===== src/rtl/tx_sig_pkg.sv =====
package tx_sig_pkg;
  localparam int SIG_W     = 4;             // ABCD
  localparam int KEEP2_LSB = SIG_W - 2;     // first bit kept in two-bit mode
  typedef logic [SIG_W-1:0] sig_t;
endpackage


===== src/rtl/tx_sig_snap_store.sv =====
// Per-channel snapshot storage: one nibble per channel plus a loaded flag.
module tx_sig_snap_store
  import tx_sig_pkg::*;
#(
  parameter int NUM_CH = 24,
  localparam int CH_W  = (NUM_CH > 1) ? $clog2(NUM_CH) : 1
) (
  input  logic            clk,
  input  logic            rst,
  input  logic            wr_en,
  input  logic [CH_W-1:0] wr_chan,
  input  sig_t            wr_sig,
  input  logic [CH_W-1:0] rd_chan,
  output sig_t            rd_sig,
  output logic            rd_loaded
);
  sig_t              mem [NUM_CH];
  logic [NUM_CH-1:0] loaded_q;

  // data array: no reset, so it maps onto distributed RAM
  always_ff @(posedge clk) begin
    if (wr_en) mem[wr_chan] <= wr_sig;
  end

  always_ff @(posedge clk) begin
    if (rst)        loaded_q <= '0;
    else if (wr_en) loaded_q[wr_chan] <= 1'b1;
  end

  assign rd_sig    = mem[rd_chan];
  assign rd_loaded = loaded_q[rd_chan];
endmodule


===== src/rtl/tx_sig_select.sv =====
// Chooses between the live nibble and the stored snapshot.
module tx_sig_select
  import tx_sig_pkg::*;
(
  input  logic snap_active,
  input  logic capture,
  input  logic loaded,
  input  sig_t live_sig,
  input  sig_t stored_sig,
  output sig_t chosen_sig
);
  always_comb begin
    if (snap_active && !capture && loaded) chosen_sig = stored_sig;
    else                                   chosen_sig = live_sig;
  end
endmodule


===== src/rtl/tx_sig_trunk_mask.sv =====
// Trunk replacement followed by the two-bit width mask.
module tx_sig_trunk_mask
  import tx_sig_pkg::*;
(
  input  logic trunk_hit,
  input  sig_t trunk_code,
  input  logic two_bit_mode,
  input  sig_t chosen_sig,
  output sig_t cond_sig
);
  sig_t pre_sig;
  assign pre_sig = trunk_hit ? trunk_code : chosen_sig;

  for (genvar b = 0; b < SIG_W; b++) begin : g_bit
    if (b < KEEP2_LSB) begin : g_low
      assign cond_sig[b] = two_bit_mode ? 1'b0 : pre_sig[b];
    end else begin : g_high
      assign cond_sig[b] = pre_sig[b];
    end
  end
endmodule


===== src/rtl/tx_sig_cond.sv =====
// Transmit signaling conditioner top: one registered stage.
module tx_sig_cond
  import tx_sig_pkg::*;
#(
  parameter int NUM_CH = 24,
  parameter int FRM_W  = 5,
  localparam int CH_W  = (NUM_CH > 1) ? $clog2(NUM_CH) : 1
) (
  input  logic              clk,
  input  logic              rst,
  input  logic              in_valid,
  input  logic [CH_W-1:0]   in_chan,
  input  logic [FRM_W-1:0]  in_frame,
  input  logic              in_mf_start,
  input  logic [3:0]        in_sig,
  input  logic              snap_en,
  input  logic              dm_mode,
  input  logic              two_bit_mode,
  input  logic              global_trunk_en,
  input  logic [NUM_CH-1:0] chan_trunk_en,
  input  logic [3:0]        trunk_code,
  output logic              out_valid,
  output logic [CH_W-1:0]   out_chan,
  output logic [3:0]        out_sig
);
  localparam logic [CH_W:0] CH_LIMIT = (CH_W+1)'(NUM_CH);

  logic            in_ok, accept, snap_active, capture, wr_en, trunk_hit;
  logic            loaded;
  logic [CH_W-1:0] safe_chan;
  sig_t            stored_sig, chosen_sig, cond_sig;

  assign in_ok       = ({1'b0, in_chan} < CH_LIMIT);
  assign accept      = in_valid && in_ok;
  assign safe_chan   = in_ok ? in_chan : '0;
  assign snap_active = snap_en && !dm_mode;
  assign capture     = (in_frame == '0) || in_mf_start;
  assign wr_en       = accept && snap_active && capture;
  assign trunk_hit   = global_trunk_en || chan_trunk_en[safe_chan];

  tx_sig_snap_store #(.NUM_CH(NUM_CH)) u_store (
    .clk       (clk),
    .rst       (rst),
    .wr_en     (wr_en),
    .wr_chan   (safe_chan),
    .wr_sig    (in_sig),
    .rd_chan   (safe_chan),
    .rd_sig    (stored_sig),
    .rd_loaded (loaded)
  );

  tx_sig_select u_select (
    .snap_active (snap_active),
    .capture     (capture),
    .loaded      (loaded),
    .live_sig    (in_sig),
    .stored_sig  (stored_sig),
    .chosen_sig  (chosen_sig)
  );

  tx_sig_trunk_mask u_trunk (
    .trunk_hit    (trunk_hit),
    .trunk_code   (trunk_code),
    .two_bit_mode (two_bit_mode),
    .chosen_sig   (chosen_sig),
    .cond_sig     (cond_sig)
  );

  always_ff @(posedge clk) begin
    if (rst) out_valid <= 1'b0;
    else     out_valid <= accept;
  end

  always_ff @(posedge clk) begin
    if (accept) begin
      out_chan <= in_chan;
      out_sig  <= cond_sig;
    end
  end
endmodule


===== config.mk =====
export PLATFORM = sky130hd
export DESIGN_NAME = tx_sig_cond
export DESIGN_NICKNAME = d
export VERILOG_FILES = /design/src/rtl/tx_sig_pkg.sv /design/src/rtl/tx_sig_snap_store.sv /design/src/rtl/tx_sig_select.sv /design/src/rtl/tx_sig_trunk_mask.sv /design/src/rtl/tx_sig_cond.sv
export SDC_FILE = /design/constraint.sdc
export NUM_CORES = 1
export LEC_CHECK = 0
export CORE_AREA = 3 3 118 120
export CTS_CLUSTER_SIZE = 24
export DETAILED_ROUTE_END_ITERATION = 7
export DIE_AREA = 0 0 121 123
export PLACE_DENSITY_LB_ADDON = 0.25
export SLEW_MARGIN = 5
export SYNTH_ARGS = -nofsm -noshare
export SYNTH_HDL_FRONTEND = slang
export SYNTH_SLANG_ARGS = --single-unit

===== constraint.sdc =====
create_clock -name clk -period 3 [get_ports clk]
set_input_delay 0.75 -clock clk [delete_from_list [all_inputs] [get_ports clk]]
set_output_delay 0.75 -clock clk [all_outputs]
set_load 0.01 [all_outputs]

### Word level (Yosys, flattened, before mapping)

Memory sizes are Yosys's and may differ from the RTL's.
Index checks and enable logic that the tools add are counted.

* bitwise logic cells: 1
* muxes and demuxes: 11
* reductions and logical operators: 12
* $lt $le $gt $ge: 3

Operators with widths (count)
* $or A24 B24 Y24: 1
* $bmux W1 S5: 2
* $mux W4: 2
* $logic_and A1 B1 Y1: 7
* $lt A5 B6 Y1 const B: 1
* $demux W1 S5: 1
* $ge A5 B1 Y1 const B: 1
* $logic_not A5 Y1: 1
* $lt A5 B5 Y1 const B: 1
* $mux W1: 5
* $mux W5: 1
* $logic_not A1 Y1: 2
* $logic_or A1 B1 Y1: 2

* RAM bits: 96
* word-level logic and storage cells: 33
* register bits after elaboration: 34
* output and inout bits: 10
* memories kept: 1
* input port bits: 50

Memory list
* u_store.mem: depth 24, bits a word 4, read ports 1, clocked after Yosys merged registers in 0, wr ports 1, RTL line tx_sig_snap_store.sv:17 `sig_t mem [NUM_CH];`

### Logic depth before layout (Yosys ltp)

* word-level depth: 7
* gate-level depth with buffers: 10
* mapped depth without buffers: 8

### By module

A second synthesis with hierarchy kept.

* cells, all modules: 383
* area total of the unflattened synthesis: 5576.6 um^2

By module, submodules not included
* tx_sig_snap_store: times used 1, area each 4818.4 um^2, seq. area each 3363.2 um^2, cells each 322
* tx_sig_cond: times used 1, area each 628.1 um^2, seq. area each 290.3 um^2, cells each 50
* tx_sig_select: times used 1, area each 80.1 um^2, seq. area each 0.0 um^2, cells each 5
* tx_sig_trunk_mask: times used 1, area each 50.0 um^2, seq. area each 0.0 um^2, cells each 6

### Worst setup path after synthesis

No wires, ideal clock.

* kind: in2reg
* start point: in in_chan[3]
* end point: mem u_store.mem[2][0] (netlist bit), enable pin
* required time: 2663 ps
* stages on the path: 8
* buffers on the path: 3
* path slack: -160 ps
* library setup time: 337 ps
* arrival time: 2823 ps
* path through: ha_1 -> buf_2 -> clkbuf_1 -> nor2b_1 -> nand3_1 -> or3_1 -> clkbuf_1 -> nor2_1

* longest elaborated chain between the ends: 6

Ends and longest elaborated chain
* start: declaration: RTL line tx_sig_cond.sv:12 `input logic [CH_W-1:0] in_chan,`
* $lt A5 B5 Y1: RTL line tx_sig_cond.sv:33 `assign in_ok = ({1'b0, in_chan} < CH_LIMIT);`
* $logic_and A1 B1 Y1: RTL line tx_sig_cond.sv:34 `assign accept = in_valid && in_ok;`
* via accept: RTL line tx_sig_cond.sv:28 `logic in_ok, accept, snap_active, capture, wr_en, trunk_hit;`
* $logic_and A1 B1 Y1 (2 in series): RTL line tx_sig_cond.sv:38 `assign wr_en = accept && snap_active && capture;`
* $mux W1: RTL line tx_sig_snap_store.sv:22 `if (wr_en) mem[wr_chan] <= wr_sig;`
* $mux W1 (not written as such): RTL line tx_sig_snap_store.sv:22
* end: declaration: RTL line tx_sig_snap_store.sv:17

The timed path passes the listed nets, and every way through them passes these cells.

### Worst setup path after layout

* start point: in in_chan[4]
* end point: reg out_sig[3], data pin

* longest elaborated chain between the ends: 7

Ends and longest elaborated chain
* $lt A5 B5 Y1: RTL line tx_sig_cond.sv:33
* $mux W5 *: RTL line tx_sig_cond.sv:35 `assign safe_chan = in_ok ? in_chan : '0;`
* $bmux W1 S5: RTL line tx_sig_snap_store.sv:31 `assign rd_loaded = loaded_q[rd_chan];`
* $mux W1 (not written as such): RTL line tx_sig_snap_store.sv:31
* $logic_and A1 B1 Y1: RTL line tx_sig_select.sv:13 `if (snap_active && !capture && loaded) chosen_sig = stored_sig;`
* $mux W4: RTL line tx_sig_select.sv:13
* $mux W4 *: RTL line tx_sig_trunk_mask.sv:12 `assign pre_sig = trunk_hit ? trunk_code : chosen_sig;`
* via cond_sig[3]: RTL line tx_sig_cond.sv:31 `sig_t stored_sig, chosen_sig, cond_sig;`
* end signal: assignment: RTL line tx_sig_cond.sv:77 `out_sig <= cond_sig;`
* end: declaration: RTL line tx_sig_cond.sv:24 `output logic [3:0] out_sig`

The timed path passes the listed nets; every way through them passes the cells marked *. The select of a mux whose other input is x is not followed.
A chain may end at the register's enable or synchronous reset.

==> out/metrics.cfg <==
[outcome]
status=finished, violations left
violations=setup timing

[worst_setup_path]
worst-path-buf-inv=5
r2r_setup_slack_ns=1.09
worstPathCellList=clkdlybuf4s50_1, buf_4, inv_1, ha_1, buf_4, nand3_1, buf_4, o22ai_1, o41ai_1, and3_1, o31ai_1
timing.rr.start=u_store.mem[17][2]
crit_path_top_delay_cell=clkdlybuf4s50_1
slowest_delay_ns=0.52
crit_family=buffers and inverters
end_kind=flip-flop
r2r_end=out_sig[2]
crit_type=in -> reg
start_kind=input port
cp_data_arrival_time_ns=3.16
r2r_cells=6
required_ns=3.16
critPathMostFrequentCell=buf_4
critPathMaxFanout=7

[sta]
clock.fmax_ghz=0.333
max_slew_margin=0.601
worst_pin_slew_ns=0.596
setup_viol_count_final=1
slew_viol_final=0
finalHoldViolCount=0
fin_crit_ns=3.00
period_share=1.00
clock_skew_ns=0.00553
fin_ws_ns=-0.00000222

[hold_path]
min_to=u_store.loaded_q[17]
hold_depth=2
hold_class=reg -> reg
hp-start=u_store.loaded_q[17]

[detailed_routing]
wl_mm=15.7
via_count=4362
top_layer_used=met4
vias_per_cell=5.59
wl_met3_mm=1.09
wl_per_cell_um=20.1
initialDrtViolationCount=417
met1_length_mm=6.96
drcViolationCount=0
ant_nets=0
first_pass_iters=8
wl_met2_mm=7.25

[clock_tree]
clock_latency_ns=0.41
cts_root_buffer=clkbuf_16
cts_buffer_depth=2
numCtsBuffers=17
cts_setup_buffers=0
clk_pin_slew_ns=0.05
ctsHoldBuffers=0
cts_tree=yes
clock-sinks=130
htreeDepth=4

[finish]
drive_gt1_frac=0.281
stdcell_area_mm2=0.00787
regArea_mm2=0.00365
finalNetCount=646
multiInputGateArea_mm2=0.00204
syn2layout_area_growth_pct=35.4
nFillCells=992
diodes=0

[logic_synthesis]
synthDominantCellAreaShare=0.542
synth_fp_nets=496
async_reset_ff_frac=0
ys.flop_type=edfxtp_1
ys_seq_area_frac=0.628
synthesis.area_mm2=0.00582
ys_ff_latch=130
yosysTopAreaCell=edfxtp_1
synth_warnings=0
synthDistinctLibCells=62
avgSynthCellArea_um2=13.1
synthCells=443
synth_edf_count=105
synth_area_leaders=edfxtp_1 54%, dfxtp_1 8.6%, mux2i_1 4.3%, nor2_1 3.4%, o21ba_2 2.8%

[global_routing]
grt_util_all_layers=0.219
overflow=0
antenna_found_initial=0
grt_max_degree=29
grt_pass1_vias=4393
grt_pass1_wl_mm=24.4

[floorplan]
num_rows=42
dieArea_mm2=0.0149
chipWidth_um=121
core_area_mm2=0.0131
io-pin-count=60
start_util=0.444
die_h_um=123

[power_and_ir_drop]
power_mw=4.51
ir_drop_mv=0.360
power.density_mw_per_mm2=573
p_leak_nw=2.88

[flow_run]
max_cap_viol_count=0

[place]
gp_congestion=0.902
place_area_mm2=0.00725
dpl.hpwl_mm=11.2
io_buffers=59

-- timing repair --
action	in CTS	in global routing
resized for setup	1	4
pin swaps	0	2
gates cloned	0	0
endpoints found under the setup margin	1	4
-- layout make-up --
cell class,instances,share of cell area
well taps,176,0.0280
clock inverters,11,0.0207
inverters,8,0.00381
clock buffers,20,0.0555
flip-flops and latches,130,0.464
multi-input cells,280,0.259
repair buffers,156,0.169
-- where the power goes --
group          total (mW)  switching, mW  internal [mW]
sequential           1.97        0.00513           1.97
clock                2.08          0.707           1.38
combinational       0.453          0.226          0.228
-- registers in the layout (all words and copies together), names as in the netlist --
signal,cells
out_chan,5
out_valid,1
out_sig,4
u_store.loaded_q,24
u_store.mem,96
-- cells by family after synthesis --
logic type	Yosys count	share of synthesized area
buf+inv	33	0.0273
flops	130	0.628
mux	39	0.0805
fa+ha+maj	3	0.00646
simple gates	134	0.114
compound gates	104	0.143
-- how the worst max path moves through the flow --
stage | startpoint | endpoint | slack (ns) | cells after the start
global placement | in_chan[3] | out_sig[3] | -0.44 | 9
detailed placement | in_chan[3] | out_sig[3] | -0.43 | 9
floorplan | in_chan[3] | u_store.mem[2][0] | 0.08 | 8
finish | in_chan[4] | out_sig[3] | -0.000002 | 11
CTS | in_chan[3] | out_sig[1] | 0.02 | 10
global route | in_chan[4] | out_sig[3] | -0.08 | 11
-- worst register-to-register path: cells and delay by family, from the launching register on --
kind | cells | cell delay (ns)
simple gates | 1 | 0.12
compound gates | 4 | 0.93
mux | 1 | 0.27
flops | 1 | 0.35
-- cell usage after synthesis (4+ instances only) --
cell type,number
a21oi_1,13
a221oi_1,5
a22o_1,4
a31oi_1,6
buf_2,10
clkbuf_1,10
dfxtp_1,25
edfxtp_1,105
inv_1,7
mux2_2,8
mux2i_1,25
mux4_2,5
nand2_1,23
nand2b_1,13
nand3_1,5
nand3b_1,4
nor2_1,52
nor2b_1,14
nor3_1,4
nor3b_1,7
o21ai_0,9
o21ba_2,16
o22ai_1,6
o31ai_1,5
-- routing by layer --
metal	track usage	vias to the layer above
met5	0	-
li1	-	2018
met3	0.0576	24
met1	0.288	2125
met2	0.349	195
met4	0.0885	0
-- placed cells by master (no fill, tap or decap), drive strengths merged, types with 4 or more instances in the layout --
| cell type | Yosys | layout |
|---|---|---|
| edfxtp | 105 | 105 |
| buf | 15 | 99 |
| clkdlybuf4s50 | 0 | 57 |
| nor2 | 52 | 52 |
| mux2i | 25 | 25 |
| dfxtp | 25 | 25 |
| nand2 | 23 | 23 |
| clkbuf | 10 | 20 |
| o21ba | 16 | 16 |
| nor2b | 14 | 14 |
| a21oi | 13 | 13 |
| nand2b | 13 | 13 |
| o21ai | 10 | 10 |
| mux2 | 9 | 9 |
| inv | 8 | 8 |
| nor3b | 7 | 7 |
| o22ai | 6 | 6 |
| a31oi | 6 | 6 |
| a221oi | 6 | 6 |
| nand3 | 5 | 5 |
| o31ai | 5 | 5 |
| mux4 | 5 | 5 |
| nand3b | 4 | 4 |
| nor3 | 4 | 4 |
| a22o | 4 | 4 |
| bufinv | 0 | 4 |
| clkinv | 0 | 4 |
| o41ai | 4 | 4 |
-- through the flow --
| stage | setup TNS (ns) | setup slack, ns | util | hold WS [ns] | instances |
|---|---|---|---|---|---|
| 6_report | -0.00000222 | -0.00000222 | 0.602 | 0.473 | 781 |
| 5_1_grt | -0.0816 | -0.0816 | 0.602 | 0.508 | 781 |
| 4_1_cts | 0 | 0.0192 | 0.600 | 0.473 | 781 |
| 3_5_place_dp | -15.42 | -0.430 | 0.554 | 0.460 | 750 |
| 3_3_place_gp | -15.74 | -0.439 | 0.554 | 0.448 | 750 |
| 2_1_floorplan | 0 | 0.0801 | - | 0.433 | 443 |
No activity file was read; power rests on OpenSTA's default activity.
